## src/rtl/cmpf_pkg.sv

```systemverilog
package cmpf_pkg;

  typedef enum logic [1:0] {
    PM_RUN   = 2'b00,
    PM_IDLE  = 2'b01,
    PM_PDOWN = 2'b10,
    PM_DEEP  = 2'b11
  } pmode_e;

  // Modes in which a flagged change may wake the processor
  function automatic logic pm_can_wake(pmode_e m);
    return (m == PM_IDLE) || (m == PM_PDOWN);
  endfunction

endpackage

```

## src/rtl/cmpf_sync.sv

```systemverilog
// Multi-stage flop chain used both for asynchronous inputs and for reset release
module cmpf_sync #(
  parameter int   WIDTH   = 1,
  parameter int   STAGES  = 2,
  parameter logic RST_VAL = 1'b0
) (
  input  logic             clk,
  input  logic             rst_n,
  input  logic [WIDTH-1:0] d_i,
  output logic [WIDTH-1:0] q_o
);

  logic [WIDTH-1:0] stage_q [STAGES];
  logic [WIDTH-1:0] stage_d [STAGES];

  always_comb begin
    stage_d[0] = d_i;
    for (int k = 1; k < STAGES; k++) begin
      stage_d[k] = stage_q[k-1];
    end
  end

  always_ff @(posedge clk or negedge rst_n) begin
    if (!rst_n) begin
      for (int k = 0; k < STAGES; k++) begin
        stage_q[k] <= {WIDTH{RST_VAL}};
      end
    end else begin
      for (int k = 0; k < STAGES; k++) begin
        stage_q[k] <= stage_d[k];
      end
    end
  end

  assign q_o = stage_q[STAGES-1];

endmodule

```

## src/rtl/cmpf_channel.sv

```systemverilog
// One comparator channel: enable bit, gated output register, sticky change flag
module cmpf_channel (
  input  logic clk,
  input  logic rst_n,
  input  logic sync_i,
  input  logic force_off_i,
  input  logic en_set_i,
  input  logic en_clr_i,
  input  logic flag_clr_i,
  output logic en_o,
  output logic out_o,
  output logic flag_o
);

  logic en_q, en_d, en_ce;
  logic out_q, out_d;
  logic flag_q, flag_d, flag_ce;
  logic active, change;

  always_comb begin
    en_ce   = en_set_i | en_clr_i;
    en_d    = ~en_clr_i;                 // clear strobe wins over set
    active  = en_q & ~force_off_i;
    out_d   = active ? sync_i : 1'b1;    // inactive channel parks high
    change  = out_d ^ out_q;
    flag_ce = change | flag_clr_i;
    flag_d  = change;                    // a new change beats the clear
  end

  always_ff @(posedge clk or negedge rst_n) begin
    if (!rst_n) begin
      en_q   <= 1'b0;
      out_q  <= 1'b1;
      flag_q <= 1'b0;
    end else begin
      if (en_ce)   en_q   <= en_d;
      if (change)  out_q  <= out_d;
      if (flag_ce) flag_q <= flag_d;
    end
  end

  assign en_o   = en_q;
  assign out_o  = out_q;
  assign flag_o = flag_q;

endmodule

```

## src/rtl/cmpf_irq.sv

```systemverilog
// Shared interrupt enable register and request combining
module cmpf_irq
  import cmpf_pkg::*;
#(
  parameter int NUM_CH = 2
) (
  input  logic              clk,
  input  logic              rst_n,
  input  logic [NUM_CH-1:0] flag_i,
  input  logic              gie_i,
  input  logic              ien_set_i,
  input  logic              ien_clr_i,
  input  pmode_e            pmode_i,
  output logic              ien_o,
  output logic              irq_o,
  output logic              wake_o
);

  logic ien_q, ien_d, ien_ce;
  logic any_flag;

  always_comb begin
    ien_ce   = ien_set_i | ien_clr_i;
    ien_d    = ~ien_clr_i;
    any_flag = |flag_i;
    irq_o    = ien_q & gie_i & any_flag;
    // combinational path so wake-up does not need the main clock
    wake_o   = ien_q & any_flag & pm_can_wake(pmode_i);
  end

  always_ff @(posedge clk or negedge rst_n) begin
    if (!rst_n) begin
      ien_q <= 1'b0;
    end else if (ien_ce) begin
      ien_q <= ien_d;
    end
  end

  assign ien_o = ien_q;

endmodule

```

## src/rtl/cmp_flag_ctrl.sv

```systemverilog
module cmp_flag_ctrl
  import cmpf_pkg::*;
#(
  parameter int NUM_CH      = 2,
  parameter int SYNC_STAGES = 2,
  parameter int RST_STAGES  = 2
) (
  input  logic              clk,
  input  logic              rst_n,
  input  logic [NUM_CH-1:0] cmp_raw_i,
  input  logic [1:0]        pwr_mode_i,
  input  logic              gie_i,
  input  logic [NUM_CH-1:0] ch_en_set_i,
  input  logic [NUM_CH-1:0] ch_en_clr_i,
  input  logic [NUM_CH-1:0] flag_clr_i,
  input  logic              irq_en_set_i,
  input  logic              irq_en_clr_i,
  output logic [NUM_CH-1:0] ch_en_o,
  output logic [NUM_CH-1:0] cmp_out_o,
  output logic [NUM_CH-1:0] flag_o,
  output logic              irq_en_o,
  output logic              irq_o,
  output logic              wake_o
);

  logic              rst_int_n;
  logic [NUM_CH-1:0] raw_sync;
  pmode_e            pmode;
  logic              force_off;

  assign pmode     = pmode_e'(pwr_mode_i);
  assign force_off = (pmode == PM_DEEP);

  // asserted asynchronously, released on a clock edge
  cmpf_sync #(.WIDTH(1), .STAGES(RST_STAGES), .RST_VAL(1'b0)) u_rst_sync (
    .clk   (clk),
    .rst_n (rst_n),
    .d_i   (1'b1),
    .q_o   (rst_int_n)
  );

  cmpf_sync #(.WIDTH(NUM_CH), .STAGES(SYNC_STAGES), .RST_VAL(1'b1)) u_raw_sync (
    .clk   (clk),
    .rst_n (rst_int_n),
    .d_i   (cmp_raw_i),
    .q_o   (raw_sync)
  );

  for (genvar i = 0; i < NUM_CH; i++) begin : g_ch
    cmpf_channel u_ch (
      .clk         (clk),
      .rst_n       (rst_int_n),
      .sync_i      (raw_sync[i]),
      .force_off_i (force_off),
      .en_set_i    (ch_en_set_i[i]),
      .en_clr_i    (ch_en_clr_i[i]),
      .flag_clr_i  (flag_clr_i[i]),
      .en_o        (ch_en_o[i]),
      .out_o       (cmp_out_o[i]),
      .flag_o      (flag_o[i])
    );
  end

  cmpf_irq #(.NUM_CH(NUM_CH)) u_irq (
    .clk       (clk),
    .rst_n     (rst_int_n),
    .flag_i    (flag_o),
    .gie_i     (gie_i),
    .ien_set_i (irq_en_set_i),
    .ien_clr_i (irq_en_clr_i),
    .pmode_i   (pmode),
    .ien_o     (irq_en_o),
    .irq_o     (irq_o),
    .wake_o    (wake_o)
  );

endmodule

```

## config.mk

```make
export PLATFORM = sky130hd
export DESIGN_NAME = cmp_flag_ctrl
export DESIGN_NICKNAME = d
export VERILOG_FILES = /design/src/rtl/cmpf_pkg.sv /design/src/rtl/cmpf_sync.sv /design/src/rtl/cmpf_channel.sv /design/src/rtl/cmpf_irq.sv /design/src/rtl/cmp_flag_ctrl.sv
export SDC_FILE = /design/constraint.sdc
export NUM_CORES = 1
export LEC_CHECK = 0
export BUFFER_PORTS_ARGS = -buffer_cell sky130_fd_sc_hd__buf_2
export CAP_MARGIN = 20
export CORE_AREA = 2 2 39 41
export CTS_BUF_LIST = sky130_fd_sc_hd__clkbuf_4 sky130_fd_sc_hd__clkbuf_8
export DETAILED_ROUTE_END_ITERATION = 7
export DIE_AREA = 0 0 41 43
export GPL_TIMING_DRIVEN = 0
export PLACE_DENSITY = 0.66
export SLEW_MARGIN = 20
export SYNTH_ARGS = -nofsm -noshare
export SYNTH_HDL_FRONTEND = slang
export SYNTH_SLANG_ARGS = --single-unit
```

## constraint.sdc

```tcl
create_clock -name clk -period 2 [get_ports clk]
set_clock_uncertainty 0.15 [all_clocks]
set_input_delay 0.2 -clock clk [delete_from_list [all_inputs] [get_ports clk]]
set_output_delay 0.2 -clock clk [all_outputs]
set_load 0.005 [all_outputs]
```

==> flow_summary.json, run 1 <==
{
  "status": "finished clean",
  "mostFrequentLayoutCells": "23 x buf_2, 8 x nor2_1, 8 x dlygate4sd3_1",
  "nNetsFinal": 94,
  "p_clk_share_pct": 30.6,
  "dp_hpwl_um": 608,
  "final_common_cell": "buf_2",
  "grt_max_degree": 12,
  "cts_resized": 0,
  "coreArea_um2": 1380,
  "antenna_found_initial": 0,
  "cp.arrival_ns": 1.54,
  "synth_fp_nets": 58,
  "setup_viol": 0,
  "drt_iter0_markers": 1,
  "synth-seq-area-share_pct": 64.7,
  "switchingPower_uw": 116,
  "wire_per_inst_um": 9.23,
  "end_kind": "flop",
  "slew_violations": 0,
  "crit_fanout": 1,
  "cp-start-kind": "input port",
  "peakVddDrop_mv": 0.364,
  "grt_pass1_wl_um": 1240,
  "yosys_warnings": 0,
  "period_needed_ns": 1.48,
  "swShare_pct": 21.2,
  "cts.clk_slew.worst_paths_ns": 0.07,
  "finalCritPeriodShare_pct": 74.2,
  "drv_cap": 0,
  "fillCellCount": 134,
  "crit_type": "in2reg",
  "via_count": 380,
  "fmax_mhz": 674,
  "place.port_buffers": 23,
  "fin_setup_tns_ns": 0,
  "cts_tree": "done",
  "avgSynthCellArea_um2": 12.2,
  "fp.dieW_um": 41,
  "routed_wl_um": 858,
  "drt-pass1-iter-count": 2,
  "die_area_um2": 1760,
  "clk_latency_ns": 0.27,
  "place.gp.congestion": 0.580,
  "syn_area_um2": 514,
  "rsz0062_at_grt": "no",
  "p_comb_share_pct": 14.9,
  "powerDensity_nw_per_um2": 718,
  "diodes": 0,
  "hold_viol": 0,
  "ant_nets": 0,
  "netlist_instances": 42,
  "hold_path.class": "reg2async",
  "ioPinCount": 24,
  "drc": 0,
  "die_y_um": 43,
  "clockBufferDepth": 2,
  "initial_core_util_pct": 37.2,
  "cts_sinks": 13,
  "clockRootBuffer": "clkbuf_4",
  "via_per_inst": 4.09,
  "seqPwrFrac_pct": 54.5,
  "grt_pass1_vias": 335,
  "drive_above_1_share_pct": 55.8,
  "critical_path_required_ns": 2.06,
  "rows": 14,
  "ys_types": 12,
  "globalRouteOverflowTotal": 0,
  "final_cells": 93,
  "intPower_uw": 430,
  "synth-seq-cells": 13,
  "area_delta_synth_final_pct": 47.7,
  "cts_made_buffers": 3,
  "power_leakage_nw": 0.383,
  "gr-usage-all-layers_pct": 11.1,
  "htreeDepth": 1,
  "post-place-cells": 81
}
-- registers in the layout, indices dropped and copies added, names as in the netlist --
name                count
g_ch.u_ch.flag_o        2
u_raw_sync.q_o          2
u_rst_sync.stage_d      1
u_rst_sync.q_o          1
u_irq.ien_o             1
g_ch.u_ch.out_o         2
u_raw_sync.stage_d      2
g_ch.u_ch.en_o          2
-- layer usage --
layer | up-vias | GRT usage (%) | wire [um]
li1 | 193 | - | -
met1 | 168 | 11.1 | 349
met2 | 19 | 17.2 | 436
met3 | 0 | 3.14 | 72
met4 | 0 | 10.0 | 0
met5 | - | 0 | 0
-- critical path, cell delays in order --
cell	delay, ns
dlygate4sd3_1	0.55
buf_2	0.13
nor2_1	0.11
dlygate4sd3_1	0.56
-- logic make-up (layout without fill, tap and decap cells) --
logic type	count (synthesis)	count (layout)	share of synthesized area, %
and+or+nand+nor	16	16	19.0
AOI/OAI and AO/OA	3	3	2.92
buffers and inverters	8	43	10.2
adders and majority gates	1	1	2.43
other	1	1	0.729
DFF	13	13	64.7
-- cell usage after synthesis (all sizes together) --
master	instances	area share, %
buf	6	8.8
a21oi	2	1.9
nor2	8	5.8
dfstp	6	31
dfrtp	7	34
or3b	2	4.4
conb	1	0.73
inv	2	1.5
o21ai	1	0.97
ha	1	2.4
nor3	2	3.9
nor2b	4	4.9
-- repair_timing --
item                       4_1_cts  5_1_grt
hold buffers                     8        0
hold endpoints to repair         7        0
setup endpoints to repair        0        0
setup buffers                    0        0
-- worst paths after layout --
| path | startpoint | endpoint | slack, ns | depth (start not counted) |
|---|---|---|---|---|
| max | ch_en_clr_i[1] | g_ch[1].u_ch.en_o | 0.52 | 4 |
| min | u_rst_sync.q_o | u_irq.ien_o | 0.01 | 0 |
| max reg2reg | g_ch[1].u_ch.en_o | g_ch[1].u_ch.en_o | 0.65 | 3 |
| min reg2reg | u_rst_sync.q_o | u_irq.ien_o | 0.01 | 0 |
| max in group asynchronous | u_rst_sync.q_o | g_ch[0].u_ch.out_o | 1.37 | 0 |
| min in group clk | irq_en_set_i | u_irq.ien_o | 0.01 | 3 |
-- power by group through the flow --
stage	clock, mW	sequential [mW]	combinational (mW)
floorplan	0	0.300	0.0387
global placement	0	0.303	0.0670
detailed placement	0	0.303	0.0683
CTS	0.179	0.298	0.0811
global route	0.195	0.300	0.0915
finish	0.167	0.298	0.0811
-- stage by stage --
stage	total power [mW]	setup slack [ns]	instance area (um^2)	util [%]	hold WS, ns
2_1_floorplan	0.339	0.798	514	-	-0.246
3_3_place_gp	0.370	0.640	649	46.9	-0.163
3_5_place_dp	0.372	0.629	649	46.9	-0.159
4_1_cts	0.559	0.550	759	54.9	0.00520
5_1_grt	0.587	0.469	759	54.9	0.0176
6_report	0.546	0.516	759	54.9	0.0124
-- area by class of cell --
type	count	area, um^2	area share (%)
Buffer	6	45.0	5.93
Clock buffer	4	30.0	3.95
Inverter	2	7.51	0.988
Multi-Input combinational cell	21	129	17.0
Sequential cell	13	333	43.8
Tap cell	16	20.0	2.64
Timing Repair Buffer	31	195	25.7
Power figures use the tool's default switching activity.
==> inputs of run 2 (changes only) <==
Settings changed: PLACE_DENSITY 0.66 to 0.69.
Clock period 2 ns to 1.22 ns, I/O delays scaled along.
==> run 2 against run 1 <==
Against the previous run: die area stayed put; combinational power increased by 110%; the run now ends with negative setup slack left; utilization grew 5.2 points; sequential power increased by 65%; register-to-register slack lost 0.65 ns; global-route usage rose by 2.3 points; routed wire length is 15% higher; highest routed layer unchanged.
==> flow_summary.json, run 2 (same netlist as run 1, synthesis figures left out) <==
{
  "clockRootBuffer": "clkbuf_4",
  "grt_max_degree": 12,
  "cp-start-kind": "flop",
  "drc": 0,
  "gr-usage-all-layers_pct": 13.3,
  "cts_sinks": 13,
  "dp_hpwl_um": 587,
  "fin_ws_ns": -0.0416,
  "powerDensity_nw_per_um2": 1130,
  "status": "finished with violations",
  "globalRouteOverflowTotal": 0,
  "rsz0062_at_grt": "yes",
  "crit_fanout": 3,
  "via_per_inst": 4.18,
  "slew_violations": 0,
  "hold_path.class": "reg2async",
  "hold_viol": 0,
  "grt_pass1_wl_um": 1530,
  "crit_type": "reg2out",
  "end_kind": "primary output",
  "rows": 14,
  "wire_per_inst_um": 10.4,
  "drt-pass1-iter-count": 2,
  "drive_above_1_share_pct": 57.0,
  "final_common_cell": "buf_2",
  "place.port_buffers": 23,
  "place.gp.congestion": 0.543,
  "cts_made_buffers": 3,
  "mostFrequentLayoutCells": "18 x buf_2, 10 x dlygate4sd3_1, 8 x nor2_1",
  "grt_pass1_vias": 426,
  "htreeDepth": 1,
  "critPathSlowestCell": "dfrtp_1",
  "drv_cap": 0,
  "cts_tree": "done",
  "cp.arrival_ns": 0.99,
  "routed_wl_um": 989,
  "r2r_slack_ns": 0,
  "period_needed_ns": 1.26,
  "power_leakage_nw": 0.407,
  "via_count": 397,
  "violations": "negative setup slack",
  "p_total_uw": 940,
  "coreArea_um2": 1380,
  "antenna_found_initial": 0,
  "die_y_um": 43,
  "setup_viol": 2,
  "fmax_mhz": 793,
  "fillCellCount": 118,
  "area_delta_synth_final_pct": 61.8,
  "drt_iter0_markers": 1,
  "diodes": 0,
  "cts.clk_slew.worst_paths_ns": 0.08,
  "fp.dieW_um": 41,
  "finalCritPeriodShare_pct": 103,
  "initial_core_util_pct": 37.2,
  "clk_latency_ns": 0.27,
  "crit_chain": "o21ai_2 -> nor2_1 -> buf_2",
  "place_area_um2": 649,
  "critical_path_required_ns": 0.95,
  "nNetsFinal": 96,
  "hold_ws_ns": 0.0205,
  "ioPinCount": 24,
  "dp_slack_ns": -0.0615,
  "ant_nets": 0,
  "clockBufferDepth": 2,
  "die_area_um2": 1760,
  "final_area_um2": 832,
  "peakVddDrop_mv": 0.771,
  "slowest_delay_ns": 0.40
}
run 2: path summary, 6_finish.rpt:
| kind | cells after the start | endpoint | start |
|---|---|---|---|
| worst max-delay path | 3 | wake_o | g_ch[0].u_ch.flag_o |
| max in group asynchronous | 3 | u_rst_sync.stage_d[0] | rst_n |
| min in group clk | 4 | g_ch[0].u_ch.flag_o | flag_clr_i[0] |
| worst min-delay path | 0 | g_ch[1].u_ch.en_o | u_rst_sync.q_o |
| worst min register to register | 0 | g_ch[1].u_ch.en_o | u_rst_sync.q_o |
| worst max register to register | 3 | g_ch[1].u_ch.flag_o | g_ch[1].u_ch.en_o |
run 2: power breakdown:
part / internal [mW] / leakage, nW / switching, mW / total [mW]
clock: 0.149 / 0.0184 / 0.132 / 0.281
combinational: 0.115 / 0.240 / 0.0523 / 0.167
sequential: 0.467 / 0.149 / 0.0250 / 0.492
total: 0.730 / 0.407 / 0.209 / 0.940
run 2: cell type report:
cell class	count	area, um^2	area share (%)
Buffer	4	37.5	4.51
Clock buffer	4	30.0	3.61
Inverter	2	7.51	0.902
Multi-Input combinational cell	21	143	17.1
Sequential cell	13	333	40.0
Tap cell	16	20.0	2.41
Timing Repair Buffer	35	262	31.4
run 2: routing by layer:
layer | routed length (um) | GRT usage, % | vias up
li1 | - | - | 199
met1 | 366 | 12.8 | 181
met2 | 564 | 23.4 | 17
met3 | 58 | 3.14 | 0
met4 | 0 | 8.00 | 0
met5 | 0 | 0 | -
run 2: per-stage QoR:
step / cells / utilization (%) / TNS (ns)
5_1_grt: 95 / 60.1 / -0.355
4_1_cts: 95 / 57.5 / -0.124
6_report: 95 / 60.1 / -0.0787
3_3_place_gp: 81 / 46.9 / -0.102
2_1_floorplan: 42 / - / 0
3_5_place_dp: 81 / 46.9 / -0.119
run 2: worst max-delay path, delay by kind of cell, from the launching register on:
kind	cells	cell delay [ns]
flip-flops	1	0.40
AO/OA/AOI/OAI	1	0.16
buffers and inverters	1	0.12
AND/OR/NAND/NOR	1	0.05
run 2: timing repair:
action | in CTS | in global routing
resized for setup | 4 | 7
endpoints found under the setup margin | 4 | 7
endpoints found under the hold margin | 7 | 0
buffers inserted | 2 | 0
pin swaps | 1 | 0
hold buffers | 10 | 0
==> inputs of run 3 (changes only) <==
==> constraint.sdc (replaced) <==
create_clock -name clk -period 1.22 [get_ports clk]
set_clock_uncertainty 0.15 [all_clocks]
set_input_delay 0.244 -clock clk [delete_from_list [all_inputs] [get_ports clk]]
set_output_delay 0.244 -clock clk [all_outputs]
set_load 0.005 [all_outputs]
==> run 3 against run 2 <==
Against the previous run: routed wire length down 17%; sequential power about the same; non-clock buffer count down 6; the run still ends with negative setup slack left; first-iteration DRC count unchanged; cell area down 9.8%; flip-flop and latch count unchanged; maximum frequency down 9.2%; via count down 5.3%.
==> flow_summary.json, run 3 (same netlist as run 1, synthesis figures left out) <==
{
  "critical_path_required_ns": 0.83,
  "slew_violations": 0,
  "final_cells": 89,
  "crit_fanout": 3,
  "place_area_um2": 649,
  "area_delta_synth_final_pct": 46.0,
  "dp_slack_ns": -0.179,
  "rows": 14,
  "crit_start": "g_ch[1].u_ch.flag_o",
  "powerDensity_nw_per_um2": 1180,
  "grt_pass1_vias": 353,
  "globalRouteOverflowTotal": 0,
  "wire_per_inst_um": 9.22,
  "diodes": 0,
  "fp.dieW_um": 41,
  "drt_iter0_markers": 1,
  "rsz0062_at_grt": "yes",
  "hold_viol": 0,
  "gr-usage-all-layers_pct": 10.6,
  "hold_path.class": "reg2async",
  "peakVddDrop_mv": 0.790,
  "ioPinCount": 24,
  "r2r-start": "g_ch[1].u_ch.en_o",
  "nNetsFinal": 90,
  "via_per_inst": 4.22,
  "htreeDepth": 1,
  "cts.clk_slew.worst_paths_ns": 0.08,
  "drv_cap": 0,
  "post-place-cells": 81,
  "status": "finished with violations",
  "cts_sinks": 13,
  "routed_wl_um": 821,
  "clk_latency_ns": 0.27,
  "period_needed_ns": 1.39,
  "fmax_mhz": 720,
  "ant_nets": 0,
  "coreArea_um2": 1380,
  "cp-start-kind": "flop",
  "grt_max_degree": 12,
  "initial_core_util_pct": 37.2,
  "place.gp.congestion": 0.572,
  "p_total_uw": 882,
  "violations": "negative setup slack",
  "power_leakage_nw": 0.373,
  "finalCritPeriodShare_pct": 114,
  "final_common_cell": "buf_2",
  "clockBufferDepth": 2,
  "cts_made_buffers": 3,
  "drt-pass1-iter-count": 2,
  "clockRootBuffer": "clkbuf_4",
  "setup_viol": 6,
  "place.port_buffers": 23,
  "die_y_um": 43,
  "via_count": 376,
  "crit_type": "reg2out",
  "cp.arrival_ns": 1.00,
  "drc": 0,
  "end_kind": "primary output",
  "antenna_found_initial": 0,
  "mostFrequentLayoutCells": "19 x buf_2, 8 x nor2_1, 7 x dfrtp_1",
  "cts_tree": "done",
  "dp_hpwl_um": 599,
  "grt_pass1_wl_um": 1250,
  "fin_setup_tns_ns": -0.645,
  "fin_ws_ns": -0.169,
  "die_area_um2": 1760,
  "final_area_um2": 751,
  "drive_above_1_share_pct": 57.5
}
## run 3: changes by cell type in the layout (fill, tap and decap cells not counted)
cell	delta
dlygate4sd3_1	-4
buf_6	-3
a21oi_1	+1
a21oi_2	-1
buf_2	+1
clkbuf_4	-1
clkinv_2	+1
nor3_2	+1
nor3_4	-1
## run 3: worst paths after layout
kind	slack [ns]	endpoint	cells past startpoint
setup / recovery	-0.17	wake_o	3
hold / removal	0.02	g_ch[1].u_ch.en_o	0
setup reg to reg	0.03	g_ch[1].u_ch.flag_o	3
hold reg to reg	0.02	g_ch[1].u_ch.en_o	0
max in group asynchronous	0.57	g_ch[0].u_ch.out_o	0
min in group clk	0.04	g_ch[1].u_ch.en_o	3
## run 3: report_power, final
group | internal, mW | switching [mW] | total [mW]
clock network | 0.121 | 0.133 | 0.254
registers | 0.467 | 0.0236 | 0.491
logic | 0.0928 | 0.0452 | 0.138
total | 0.681 | 0.201 | 0.882
## run 3: what timing repair did
item	in CTS	in global routing
pin swaps	0	0
setup buffers	2	0
endpoints found under the hold margin	7	0
resized for setup	5	1
hold buffers	6	0
endpoints found under the setup margin	8	11
## run 3: metrics by stage
step	util, %	hold slack, ns
after floorplan	-	-0.202
after global placement	46.9	-0.120
after detailed placement	46.9	-0.120
after CTS	54.0	0.0356
after global routing	54.2	0.0571
final	54.2	0.0222
## run 3: critical path, stage by stage (launching register included)
cell	delay [ns]
dfrtp_1	0.40
o21ai_2	0.15
nor2_1	0.05
buf_2	0.12
## run 3: area by class of cell
type                       count  area [um^2]
sequential                    13          333
buffer                         2         15.0
inverter                       2         7.51
clock inverter                 1         5.00
timing repair buffer          31          215
tap                           16         20.0
clock buffer                   3         22.5
multi-input combinational     21          133
fill                         119          633
## run 3: routing by layer
| metal | vias to the layer above | GRT usage, % | part of all wire, % |
|---|---|---|---|
| met4 | 0 | 6.00 | 0 |
| met2 | 17 | 16.9 | 51 |
| li1 | 187 | - | - |
| met3 | 0 | 3.14 | 9.1 |
| met5 | - | 0 | 0 |
| met1 | 172 | 11.8 | 39 |
